===== config.mk =====
export PLATFORM = sky130hd
export DESIGN_NAME = txstat_collector
export DESIGN_NICKNAME = d
export VERILOG_FILES = /design/src/rtl/txstat_pkg.sv /design/src/rtl/txstat_colcnt.sv /design/src/rtl/txstat_evacc.sv /design/src/rtl/txstat_fatal.sv /design/src/rtl/txstat_collector.sv
export SDC_FILE = /design/constraint.sdc
export NUM_CORES = 1
export LEC_CHECK = 0
export ABC_CLOCK_PERIOD_IN_PS = 2500
export BUFFER_PORTS_ARGS = -buffer_cell sky130_fd_sc_hd__buf_2
export CAP_MARGIN = 20
export CORE_MARGIN = 2
export CORE_UTILIZATION = 42
export CTS_CLUSTER_SIZE = 20
export DETAILED_ROUTE_END_ITERATION = 6
export GPL_TIMING_DRIVEN = 0
export PLACE_DENSITY = 0.76
export SYNTH_ARGS = -nofsm -noshare
export SYNTH_HDL_FRONTEND = slang
export SYNTH_SLANG_ARGS = --single-unit

===== constraint.sdc =====
create_clock -name clk -period 2.5 [get_ports clk]
set_input_delay 0.25 -clock clk [delete_from_list [all_inputs] [get_ports clk]]
set_output_delay 0.25 -clock clk [all_outputs]
set_load 0.03 [all_outputs]

===== src/rtl/txstat_pkg.sv =====
// Package: shared bit positions, phase codes and the per-frame event flag type
// for the transmit outcome recorder. Assumes a 32-bit status word.
package txstat_pkg;
    localparam int unsigned STAT_W   = 32;
    localparam int unsigned OUT_W    = 15;   // outcome field, bits 14:0
    localparam int unsigned B_FATAL  = 31;
    localparam int unsigned B_TYPE   = 13;   // 2-bit field at 14:13
    localparam int unsigned B_EXDEF  = 12;
    localparam int unsigned B_DEF    = 11;
    localparam int unsigned B_SCOL   = 10;
    localparam int unsigned B_MCOL   = 9;
    localparam int unsigned B_EXCOL  = 8;
    localparam int unsigned B_LCOL   = 7;
    localparam int unsigned B_LCAR   = 6;
    localparam int unsigned B_UND    = 4;
    localparam int unsigned B_GOOD   = 0;

    typedef enum logic [2:0] {
        PH_IDLE = 3'b000,
        PH_RUN  = 3'b101
    } phase_e;

    typedef struct packed {
        logic exdef;
        logic def;
        logic lcol;
        logic lcar;
        logic und;
    } evflags_t;
endpackage


===== src/rtl/txstat_colcnt.sv =====
// Module: per-frame collision counter with retry-limit comparison.
// Assumes frm_start never coincides with a collision that must be counted.
// Outputs the next-state count and exceed flag so a completion on the same
// edge sees the collision sampled there.
module txstat_colcnt #(
    parameter int unsigned RETRY_W = 4,
    localparam int unsigned CNT_W  = RETRY_W + 1
) (
    input  logic               clk,
    input  logic               rst_n,
    input  logic               frm_start,
    input  logic               col_pulse,
    input  logic [RETRY_W-1:0] retry_limit,
    output logic [CNT_W-1:0]   cnt_nxt,
    output logic               exc_nxt,
    output logic               abort_req
);
    logic [CNT_W-1:0] cnt_q;
    logic             exc_q;
    logic             hit;

    // next count, exceed flag and first-crossing detect
    always_comb begin
        cnt_nxt = cnt_q;
        exc_nxt = exc_q;
        hit     = 1'b0;
        if (frm_start) begin
            cnt_nxt = '0;
            exc_nxt = 1'b0;
        end else if (col_pulse) begin
            if (cnt_q != {CNT_W{1'b1}}) begin
                cnt_nxt = cnt_q + 1'b1;
            end
            if ((cnt_nxt > CNT_W'(retry_limit)) && !exc_q) begin
                exc_nxt = 1'b1;
                hit     = 1'b1;
            end
        end
    end

    // state registers and the one-cycle abort request
    always_ff @(posedge clk) begin
        if (!rst_n) begin
            cnt_q     <= '0;
            exc_q     <= 1'b0;
            abort_req <= 1'b0;
        end else begin
            cnt_q     <= cnt_nxt;
            exc_q     <= exc_nxt;
            abort_req <= hit;
        end
    end
endmodule


===== src/rtl/txstat_evacc.sv =====
// Module: accumulates deferral, late collision, carrier loss and underrun
// events for the frame in progress and latches the encapsulation code.
// Assumes events on the frm_start edge belong to no frame and are dropped.
module txstat_evacc
    import txstat_pkg::*;
(
    input  logic     clk,
    input  logic     rst_n,
    input  logic     frm_start,
    input  logic [1:0] frm_type,
    input  logic     defer_pulse,
    input  logic     exdefer_pulse,
    input  logic     late_col_pulse,
    input  logic     car_loss_pulse,
    input  logic     underrun_pulse,
    output evflags_t flags_nxt,
    output logic [1:0] type_q
);
    evflags_t flags_q;

    // merge this cycle's events into the frame's flags
    always_comb begin
        if (frm_start) begin
            flags_nxt = '0;
        end else begin
            flags_nxt.exdef = flags_q.exdef | exdefer_pulse;
            flags_nxt.def   = flags_q.def   | defer_pulse;
            flags_nxt.lcol  = flags_q.lcol  | late_col_pulse;
            flags_nxt.lcar  = flags_q.lcar  | car_loss_pulse;
            flags_nxt.und   = flags_q.und   | underrun_pulse;
        end
    end

    // hold flags and capture the frame type at start
    always_ff @(posedge clk) begin
        if (!rst_n) begin
            flags_q <= '0;
            type_q  <= 2'b00;
        end else begin
            flags_q <= flags_nxt;
            if (frm_start) begin
                type_q <= frm_type;
            end
        end
    end
endmodule


===== src/rtl/txstat_fatal.sv =====
// Module: sticky fatal bus error flag. Set by a bus error, cleared only by
// reset or a software write of zero; a bus error beats a clearing write.
module txstat_fatal (
    input  logic clk,
    input  logic rst_n,
    input  logic bus_err_pulse,
    input  logic sw_wr,
    input  logic wr_fatal_val,
    output logic fatal_q
);
    // set-dominant sticky flag
    always_ff @(posedge clk) begin
        if (!rst_n) begin
            fatal_q <= 1'b0;
        end else if (bus_err_pulse) begin
            fatal_q <= 1'b1;
        end else if (sw_wr && !wr_fatal_val) begin
            fatal_q <= 1'b0;
        end
    end
endmodule


===== src/rtl/txstat_collector.sv =====
// Module: top of the transmit outcome recorder. Commits the frame outcome
// into the status word on frm_done or frm_abort, tracks the in-frame phase,
// and offers a registered read port. Assumes frm_start and a completion
// strobe never share a cycle.
module txstat_collector
    import txstat_pkg::*;
#(
    parameter int unsigned RETRY_W = 4
) (
    input  logic               clk,
    input  logic               rst_n,
    input  logic               frm_start,
    input  logic               frm_done,
    input  logic               frm_abort,
    input  logic [1:0]         frm_type,
    input  logic               col_pulse,
    input  logic               defer_pulse,
    input  logic               exdefer_pulse,
    input  logic               late_col_pulse,
    input  logic               car_loss_pulse,
    input  logic               underrun_pulse,
    input  logic               bus_err_pulse,
    input  logic               full_duplex,
    input  logic [RETRY_W-1:0] retry_limit,
    input  logic               sw_wr,
    input  logic               wr_fatal_val,
    input  logic               rd_en,
    output logic [31:0]        status_word,
    output logic [31:0]        rd_data,
    output logic               excol_abort,
    output logic               bus_disable
);
    localparam int unsigned CNT_W = RETRY_W + 1;
    localparam int unsigned RSV_W = B_FATAL - 3 - OUT_W;

    logic [CNT_W-1:0] cnt_nxt;
    logic             exc_nxt;
    evflags_t         flags_nxt;
    logic [1:0]       type_q;
    logic             fatal_q;
    logic             commit;
    logic             half;
    logic             exdef_eff;
    logic             def_eff;
    logic             good;
    logic [OUT_W-1:0] outcome_d;
    logic [OUT_W-1:0] outcome_q;
    phase_e           phase_q;

    txstat_colcnt #(.RETRY_W(RETRY_W)) u_colcnt (
        .clk         (clk),
        .rst_n       (rst_n),
        .frm_start   (frm_start),
        .col_pulse   (col_pulse),
        .retry_limit (retry_limit),
        .cnt_nxt     (cnt_nxt),
        .exc_nxt     (exc_nxt),
        .abort_req   (excol_abort)
    );

    txstat_evacc u_evacc (
        .clk            (clk),
        .rst_n          (rst_n),
        .frm_start      (frm_start),
        .frm_type       (frm_type),
        .defer_pulse    (defer_pulse),
        .exdefer_pulse  (exdefer_pulse),
        .late_col_pulse (late_col_pulse),
        .car_loss_pulse (car_loss_pulse),
        .underrun_pulse (underrun_pulse),
        .flags_nxt      (flags_nxt),
        .type_q         (type_q)
    );

    txstat_fatal u_fatal (
        .clk           (clk),
        .rst_n         (rst_n),
        .bus_err_pulse (bus_err_pulse),
        .sw_wr         (sw_wr),
        .wr_fatal_val  (wr_fatal_val),
        .fatal_q       (fatal_q)
    );

    assign commit = frm_done | frm_abort;
    assign half   = ~full_duplex;

    // build the outcome field from the merged frame state
    always_comb begin
        exdef_eff = flags_nxt.exdef & half;
        def_eff   = flags_nxt.def & half;
        good      = frm_done & ~frm_abort & ~exc_nxt & ~exdef_eff
                  & ~flags_nxt.lcol & ~flags_nxt.und;
        outcome_d                  = '0;
        outcome_d[B_TYPE +: 2]     = type_q;
        outcome_d[B_EXDEF]         = exdef_eff;
        outcome_d[B_DEF]           = def_eff;
        outcome_d[B_SCOL]          = good && (cnt_nxt == CNT_W'(1));
        outcome_d[B_MCOL]          = good && (cnt_nxt >= CNT_W'(2));
        outcome_d[B_EXCOL]         = exc_nxt;
        outcome_d[B_LCOL]          = flags_nxt.lcol;
        outcome_d[B_LCAR]          = flags_nxt.lcar;
        outcome_d[B_UND]           = flags_nxt.und;
        outcome_d[B_GOOD]          = good;
    end

    // commit the outcome at frame completion, track the phase
    always_ff @(posedge clk) begin
        if (!rst_n) begin
            outcome_q <= '0;
            phase_q   <= PH_IDLE;
        end else begin
            if (commit) begin
                outcome_q <= outcome_d;
                phase_q   <= PH_IDLE;
            end else if (frm_start) begin
                phase_q   <= PH_RUN;
            end
        end
    end

    assign status_word = {fatal_q, phase_q, {RSV_W{1'b0}}, outcome_q};
    assign bus_disable = fatal_q;

    // registered read port
    always_ff @(posedge clk) begin
        if (!rst_n) begin
            rd_data <= '0;
        end else begin
            rd_data <= rd_en ? status_word : '0;
        end
    end
endmodule


Word-level counts from Yosys, hierarchy flattened. Index checks and enable logic that the tools add are counted.

$add $sub $neg: 1. Shifts and indexed selects: 0. Order comparisons: 2. Bitwise operators: 21. Mux-type cells: 12. Reduce and logical (&&, ||, !) cells: 10. Equality and inequality tests: 2. Div/mod/pow operators: 0. $mul: 0.

Operators by type and width (count): 2-to-1 mux 5 bit (6); inverter 1 bit (8); AND 1 bit (7); 2-to-1 mux 1 bit (6); bitwise OR 1 bit (6); adder 5 x 1 -> 5 bit (second input constant) (1); == test 5 x 1 -> 1 bit (second input constant) (1); >= comparator 5 x 2 -> 1 bit (second input constant) (1); > comparator 5 x 4 -> 1 bit (1); != test 5 bit (second input constant) (1); logical AND 1 bit (4); OR reduction 3 bit (1); logical NOT 1 bit (2); AND reduction 2 bit (1); nonzero test 2 bit (1); OR reduction 2 bit (1).

Flip-flop bits (word level): 54. Output and inout port bits: 66. Memories kept: 0. Bits of input ports: 22. Bits in read-only memories: 0. Bits in writable memories: 0. Latch bits: 0. Word-level logic and storage cells: 62.

Logic depth before layout (Yosys ltp). Gate-level depths: netlist of run 1.

Word-level depth: 15. Depth in mapped cells: 10. Mapped depth without buffers: 10.

By module. Synthesis of run 1 repeated with hierarchy kept, for this count alone.

Cell total of the unflattened synthesis: 218. Area total of the unflattened synthesis: 1975.6 um2.

Modules (own cells, without submodules): txstat_collector (times used 1, sequential area each 500.5 um2, cells an instance 119, area an instance 1128.6 um2); txstat_colcnt (times used 1, sequential area each 140.1 um2, cells an instance 67, area an instance 551.8 um2); txstat_evacc (times used 1, sequential area each 140.1 um2, cells an instance 28, area an instance 254.0 um2); txstat_fatal (times used 1, sequential area each 20.0 um2, cells an instance 4, area an instance 41.3 um2).

Worst setup path after synthesis of run 1. OpenSTA, ideal clock, no wires.

Path kind: register to register. Start: register u_colcnt.cnt_q[1]. End: register outcome_q[10]. Arrival time: 2.285 ns. Slack: 0.128 ns. Data required time: 2.413 ns. Path buffers: 0. Period minus slack after synthesis: 2.372 ns. Library setup time: 0.087 ns. Stages on the path, launching flop included: 10. Cells stage by stage: dfxtp_1 > ha_1 > nand4_2 > mux2_1 > ha_1 > nand4b_1 > and3_1 > o22ai_1 > a211o_1 > o31ai_1.

Word-level cells in the longest chain between the ends: 15. Elaborated cells between the ends (all ways): 19. Classes of those cells: add/sub (1); order compare (1); eq/ne (2); mux (8); bitwise (5); reduce/logical (2).

RTL lines: start, declared (RTL line txstat_colcnt.sv:18) `logic [CNT_W-1:0] cnt_q;`; start signal, assigned (RTL line txstat_colcnt.sv:48) `cnt_q <= cnt_nxt;`; adder 5 x 1 -> 5 bit or != test 5 bit (tied branches) (RTL line txstat_colcnt.sv:32, txstat_colcnt.sv:31); 2-to-1 mux 5 bit (RTL line txstat_colcnt.sv:31) `if (cnt_q != {CNT_W{1'b1}}) begin`; 2-to-1 mux 5 bit (RTL line txstat_colcnt.sv:30) `end else if (col_pulse) begin`; 2-to-1 mux 5 bit (RTL line txstat_colcnt.sv:27) `if (frm_start) begin`; > comparator 5 x 4 -> 1 bit (RTL line txstat_colcnt.sv:34) `if ((cnt_nxt > CNT_W'(retry_limit)) && !exc_q) begin`; logical AND 1 bit (RTL line txstat_colcnt.sv:34); 2-to-1 mux 1 bit (RTL line txstat_colcnt.sv:34); 2-to-1 mux 1 bit (RTL line txstat_colcnt.sv:30); 2-to-1 mux 1 bit (RTL line txstat_colcnt.sv:27); inverter 1 bit (RTL line txstat_collector.sv:91) `good = frm_done & ~frm_abort & ~exc_nxt & ~exdef_eff`; AND 1 bit (2 in series) (RTL line txstat_collector.sv:91); AND 1 bit (2 in series) (RTL line txstat_collector.sv:92) `& ~flags_nxt.lcol & ~flags_nxt.und;`; logical AND 1 bit * (RTL line txstat_collector.sv:97) `outcome_d[B_SCOL] = good && (cnt_nxt == CNT_W'(1));`; end signal, assigned (RTL line txstat_collector.sv:113) `outcome_q <= outcome_d;`; end, declared (RTL line txstat_collector.sv:47) `logic [OUT_W-1:0] outcome_q;`.

Every way passes the cells marked *; elsewhere a longest branch is shown, timed or not. The select of a mux whose other input is x is not followed. A chain may end at the register's enable or synchronous reset.

Worst setup path after layout of run 1. Ends and elaborated chain as after synthesis.

==> impl_metrics.json, run 1 <==
{
  "via_per_inst": 4.35,
  "cpPeakStageDelay_ns": 0.38,
  "hpwl_mm": 2.76,
  "whs_path_depth": 3,
  "synth_area_leaders": "dfxtp_1, buf_4, and3_1, nor2_1, ha_1",
  "slew_viol_final": 0,
  "gr-usage-all-layers_pct": 14.2,
  "die_area_um2": 5080,
  "ys_seq_area_share_pct": 42.1,
  "ant_nets": 0,
  "yosys_register_bits": 40,
  "ios": 88,
  "end_kind": "register",
  "path_buf_inv": 0,
  "hold_class": "input port to register",
  "powerDensity_nw_per_um2": 593,
  "first_global_vias": 1331,
  "wl_per_cell_um": 10.2,
  "gp_congestion": 0.749,
  "synth_area_um2": 1900,
  "min_to": "u_fatal.fatal_q",
  "cts_tree": "built",
  "diodes": 0,
  "yosysWarnings": 0,
  "path_max_fanout": 7,
  "crit_family": "compound AO/OA/AOI/OAI gates",
  "ys.flop_type": "dfxtp_1",
  "async_reset_ff_share_pct": 0,
  "place_ws_ns": -0.0967,
  "p_leak_nw": 1.34,
  "reg2reg_to": "outcome_q[10]",
  "worstPathRequired_ns": 2.70,
  "gr-total-overflow": 0,
  "start_util_pct": 43.6,
  "port_buffers": 49,
  "finalPower_mw": 1.48,
  "clk_latency_ns": 0.29,
  "crit_path_start_kind": "register",
  "fmax_mhz": 423,
  "antenna_found_initial": 0,
  "hold_buffers": 0,
  "yosysMostFrequentCell": "dfxtp_1",
  "synth_area_leader_cell": "dfxtp_1",
  "r2r_setup_slack_ns": 0.14,
  "reg2reg_from": "u_colcnt.cnt_q[1]",
  "rr_worst_depth": 9,
  "syn-instance-count": 206,
  "synth-edff-count": 0,
  "synth.top_cell.area_share_pct": 42.1,
  "setup-tns-final_ns": 0,
  "timing.final.ws_setup_ns": 0.138,
  "min_from": "bus_err_pulse",
  "grt_pass1_wl_mm": 5.75,
  "cp_cell_sequence": "ha_4 -> nand4_2 -> mux2_1 -> ha_1 -> nand4b_1 -> and3_1 -> o22ai_2 -> a211o_1 -> o31ai_1",
  "wl_mm": 3.56,
  "period_minus_slack_ns": 2.36,
  "grt_max_degree": 13,
  "seq_area_um2": 806,
  "grt_setup_unrepaired": "false",
  "drt_iter0_drc": 53,
  "nets": 324,
  "die_w_um": 71.3,
  "peakVddDrop_mv": 0.245,
  "cts_num_sinks": 40,
  "nFillCells": 396,
  "core_area_um2": 4350,
  "clock_skew_ns": 0.00531,
  "vias": 1524,
  "drc": 0,
  "die_h_um": 71.3,
  "finalCritPeriodShare_pct": 94.5,
  "rows": 24,
  "cp.arrival_ns": 2.57,
  "critPathSlowestCell": "dfxtp_4",
  "synth_area_per_cell_um2": 9.23,
  "run_status": "finished clean",
  "crit_type": "register to register",
  "setup_viol": 0,
  "clkTransAtPathRegs_ns": 0.07,
  "cts-htree-levels": 2,
  "final-hold-violation-count": 0,
  "cts_buffers": 5,
  "dr.pass1.iters": 4,
  "clock_path_buffers": 2,
  "area_growth_pct": 31.3,
  "drv_cap": 0,
  "drive_above_1_share_pct": 37.9,
  "yosys-top-cells-count": "dfxtp_1, buf_4, nor2_1, and3_1, a21oi_1",
  "yosysUniqueCellTypes": 46,
  "multi_input_area_um2": 873,
  "cts_root_buf": "clkbuf_8"
}
==> stage by stage <==
stage | hold WS [ns] | cell area, um^2 | util [%] | instances
6_report | 0.194 | 2490 | 57.3 | 350
5_1_grt | 0.197 | 2490 | 57.3 | 350
4_1_cts | 0.187 | 2480 | 57.0 | 350
3_5_place_dp | 0.452 | 2340 | 53.8 | 342
3_3_place_gp | 0.441 | 2340 | 53.8 | 342
2_1_floorplan | 0.370 | 2030 | - | 241
==> routing by layer <==
metal  track usage, %  share of wire, %
met2             24.1                47
met5                0                 0
met1             16.3                43
met4             5.66               2.0
met3             5.06               7.8
==> registers in the layout, summed over array words and instances, names as in the netlist <==
| signal | flops |
|---|---|
| outcome_q | 11 |
| u_colcnt.cnt_q | 5 |
| u_evacc.type_q | 2 |
| u_colcnt.abort_req | 1 |
| rd_data | 13 |
| phase_q | 1 |
| u_evacc.flags_q | 5 |
| u_colcnt.exc_q | 1 |
| u_fatal.fatal_q | 1 |
==> what timing repair did <==
item,CTS,global route
endpoints found under the setup margin,4,6
gates resized for setup,2,5
setup buffers,0,0
==> placed cells by master (no fill, tap or decap), types with 2 or more instances in the layout <==
master / netlist / routed
buf_2: 3 / 51
buf_4: 39 / 39
dfxtp_1: 40 / 38
conb_1: 1 / 36
nor2_1: 18 / 18
and3_1: 14 / 14
a21oi_1: 8 / 8
nand2_1: 7 / 7
clkbuf_8: 0 / 7
clkbuf_1: 6 / 6
nor2b_1: 6 / 6
nand3_1: 5 / 5
inv_1: 4 / 4
mux2i_1: 4 / 4
nor3_1: 4 / 4
ha_1: 5 / 4
a21boi_1: 3 / 3
o31ai_1: 3 / 3
buf_6: 2 / 2
nand4_1: 2 / 2
nand2b_1: 2 / 2
nor2_2: 2 / 2
o21ai_0: 2 / 2
nor4_1: 2 / 2
o21ai_1: 2 / 2
==> cell families after synthesis <==
family,count (synthesis),synth area share [%]
AO/OA/AOI/OAI,30,11.3
AND/OR/NAND/NOR,68,19.7
multiplexers,5,2.70
XOR/XNOR,2,0.922
adder cells (fa/ha/maj),5,3.29
buffers and inverters,55,19.8
flip-flops,40,42.1
other,1,0.197
==> power breakdown <==
group / internal, mW / switching [mW]
combinational: 0.0926 / 0.166
sequential: 0.655 / 0.0105
clock: 0.352 / 0.205
==> worst max path at each step <==
stage / startpoint / to / slack (ns) / depth (start not counted)
after floorplan: u_colcnt.cnt_q[1] / outcome_q[10] / 0.13 / 9
after global placement: u_colcnt.cnt_q[1] / outcome_q[10] / -0.09 / 9
after detailed placement: u_colcnt.cnt_q[1] / outcome_q[10] / -0.1 / 9
after CTS: u_colcnt.cnt_q[1] / outcome_q[10] / 0.005 / 9
after global routing: u_colcnt.cnt_q[0] / outcome_q[10] / 0.007 / 10
final: u_colcnt.cnt_q[1] / outcome_q[10] / 0.14 / 9
==> layout make-up <==
type | instances | area share, %
Buffer | 50 | 14.2
Multi-Input combinational cell | 146 | 35.0
Clock inverter | 1 | 1.20
Tap cell | 52 | 2.61
Timing Repair Buffer | 49 | 9.83
Inverter | 5 | 0.953
Clock buffer | 7 | 3.86
Sequential cell | 40 | 32.3
==> worst register-to-register path, delay by kind of cell, from the launching register on <==
family	cells	cell delay, ns
compound gates	3	0.69
fa+ha+maj	2	0.47
simple gates	3	0.41
flops	1	0.38
mux	1	0.35
(Power assumes the default switching activity.)
==> run 2: changes to the inputs <==
PLACE_DENSITY = 0.75   (was 0.76)
SYNTH_HIERARCHICAL = 1   (was unset)
==> run 2 against run 1 <==
The flow now finishes with violations (setup timing). Critical endpoint unchanged. Flip-flop and latch count is the same. Via count grew 5.8%. Highest routed layer unchanged. Clock power shrank 9.2%.
==> impl_metrics.json, run 2 <==
{
  "run_status": "finished, violations left",
  "violations": "setup timing",
  "fin_hold_ws_ns": 0.201,
  "die_area_um2": 5270,
  "cts-htree-levels": 2,
  "synth-edff-count": 0,
  "timing.final.ws_setup_ns": -0.417,
  "vias": 1612,
  "die_w_um": 72.6,
  "final_cell_mix": "buf_2, buf_4, dfxtp_1",
  "peakVddDrop_mv": 0.235,
  "regMostFlops": "rd_data",
  "async_reset_ff_share_pct": 0,
  "p_leak_nw": 1.44,
  "stdcell_area_um2": 2630,
  "ys.flop_type": "dfxtp_1",
  "yosysMostFrequentCell": "dfxtp_1",
  "hpwl_mm": 2.93,
  "yosys-top-cells-count": "dfxtp_1, buf_4, nor2_1, nand2_1, and3_1",
  "area_growth_pct": 33.2,
  "cts_root_buf": "clkbuf_8",
  "cp.arrival_ns": 3.15,
  "setup-tns-final_ns": -1.20,
  "grt_max_degree": 15,
  "crit_path_start_kind": "register",
  "gp_congestion": 0.749,
  "wl_mm": 3.79,
  "clk_latency_ns": 0.28,
  "drt_iter0_drc": 80,
  "reg2reg_from": "u_colcnt/cnt_q[0]",
  "hold_class": "input port to register",
  "clock_skew_ns": 0.00185,
  "yosysWarnings": 6,
  "top_usage_layer": "met2",
  "drive_above_1_share_pct": 39.3,
  "cts_num_sinks": 40,
  "rows": 24,
  "syn-instance-count": 218,
  "die_h_um": 72.6,
  "via_per_inst": 4.36,
  "synth_area_leader_cell": "dfxtp_1",
  "synth_area_leaders": "dfxtp_1, buf_4, nor2_1, and3_1, nand2_1",
  "dpl_cell_area_um2": 2460,
  "first_global_vias": 1448,
  "dr.pass1.iters": 6,
  "wl_per_cell_um": 10.3,
  "synth_area_per_cell_um2": 9.06,
  "gr-usage-all-layers_pct": 15.1,
  "nets": 344,
  "antenna_found_initial": 0,
  "ios": 88,
  "largest_reg_flops": 13,
  "finalPower_mw": 1.44,
  "reg_top3": "rd_data (13), outcome_q (11)",
  "end_kind": "register",
  "crit_type": "register to register",
  "final_core_util_pct": 59.2,
  "synth_area_um2": 1980,
  "core_area_um2": 4440,
  "grt_util_met3_pct": 3.59,
  "drc": 0,
  "hold_buffers": 0,
  "gr-usage-met1_pct": 17.3,
  "setup_viol": 3,
  "grt_pass1_wl_mm": 6.33,
  "worstPathRequired_ns": 2.73,
  "slew_viol_final": 0,
  "powerDensity_nw_per_um2": 548,
  "cts_tree": "built",
  "gr-total-overflow": 0,
  "path_max_fanout": 3,
  "grt_setup_unrepaired": "true",
  "start_util_pct": 44.5,
  "ys_seq_area_share_pct": 40.5,
  "cts_buffers": 5,
  "final-hold-violation-count": 0,
  "final_common_cell": "buf_2",
  "ant_nets": 0,
  "yosys_register_bits": 40,
  "clkTransAtPathRegs_ns": 0.07,
  "clock_path_buffers": 2,
  "cp-startpoint": "u_colcnt/cnt_q[0]",
  "grt.met2_usage_pct": 26.9,
  "yosysUniqueCellTypes": 38,
  "diodes": 0,
  "min_from": "wr_fatal_val",
  "finalCritPeriodShare_pct": 117,
  "drv_cap": 0,
  "fmax_mhz": 343,
  "port_buffers": 51,
  "synth.top_cell.area_share_pct": 40.5,
  "period_minus_slack_ns": 2.92
}
-- run 2: cell count changes after synthesis, moves of 3 or more --
cell      previous run  this run
nor2_1              18        31
nand2_1              7        18
a21oi_1              8         4
a21boi_1             3         8
nor3_1               4         0
o31ai_1              3         0
-- run 2: cell type report --
class | instances | area (um^2)
fill | 434 | 1810
multi-input combinational | 162 | 995
sequential | 40 | 808
buffer | 48 | 344
timing repair buffer | 57 | 300
clock buffer | 6 | 72.6
tap | 52 | 65.1
clock inverter | 2 | 35.0
inverter | 3 | 11.3
-- run 2: repair_timing --
action / CTS / global route
setup endpoints to repair: 3 / 3
buffers inserted: 5 / 1
cloned: 0 / 0
pin swaps: 6 / 6
resized for setup: 1 / 2
-- run 2: per-layer routing --
| metal | wire length [um] | part of all wire (%) | vias up |
|---|---|---|---|
| met1 | 1610 | 42 | 696 |
| met2 | 1860 | 49 | 58 |
| met4 | 70 | 1.8 | 0 |
| met3 | 251 | 6.6 | 7 |
| met5 | 0 | 0 | - |
| li1 | - | - | 851 |
-- run 2: power breakdown --
part | switching [mW] | internal, mW
Sequential | 0.00909 | 0.653
Clock | 0.210 | 0.296
Combinational | 0.169 | 0.104
-- run 2: cells by family after synthesis --
logic type / share of synthesized area (%)
other: 0.190
DFF: 40.5
buffers and inverters: 18.0
muxes: 2.60
AOI/OAI and AO/OA: 10.1
adders and majority gates: 3.17
xor gates and xnor gates: 0.887
and+or+nand+nor: 24.5
-- run 2: worst max-delay path, stage by stage (launching register included) --
cell      delay, ns
dfxtp_4        0.37
ha_4           0.14
nand4_4        0.11
mux2_4         0.33
ha_4           0.22
nor2b_4        0.12
o211a_1        0.20
a211oi_2       0.24
o21ai_2        0.10
or4b_4         0.50
nor4b_4        0.35
a31o_1         0.18
-- run 2: path summary, 6_finish.rpt --
path	endpoint	slack [ns]	cells past startpoint
max	outcome_q[10]	-0.42	11
min	u_fatal/fatal_q	0.20	3
max reg2reg	outcome_q[10]	-0.42	11
min reg2reg	outcome_q[6]	0.46	2
-- run 2: stage by stage --
step / cells / setup WS, ns
5_1_grt: 370 / -0.548
3_5_place_dp: 356 / -0.557
6_report: 370 / -0.417
3_3_place_gp: 356 / -0.553
2_1_floorplan: 253 / -0.327
4_1_cts: 369 / -0.460
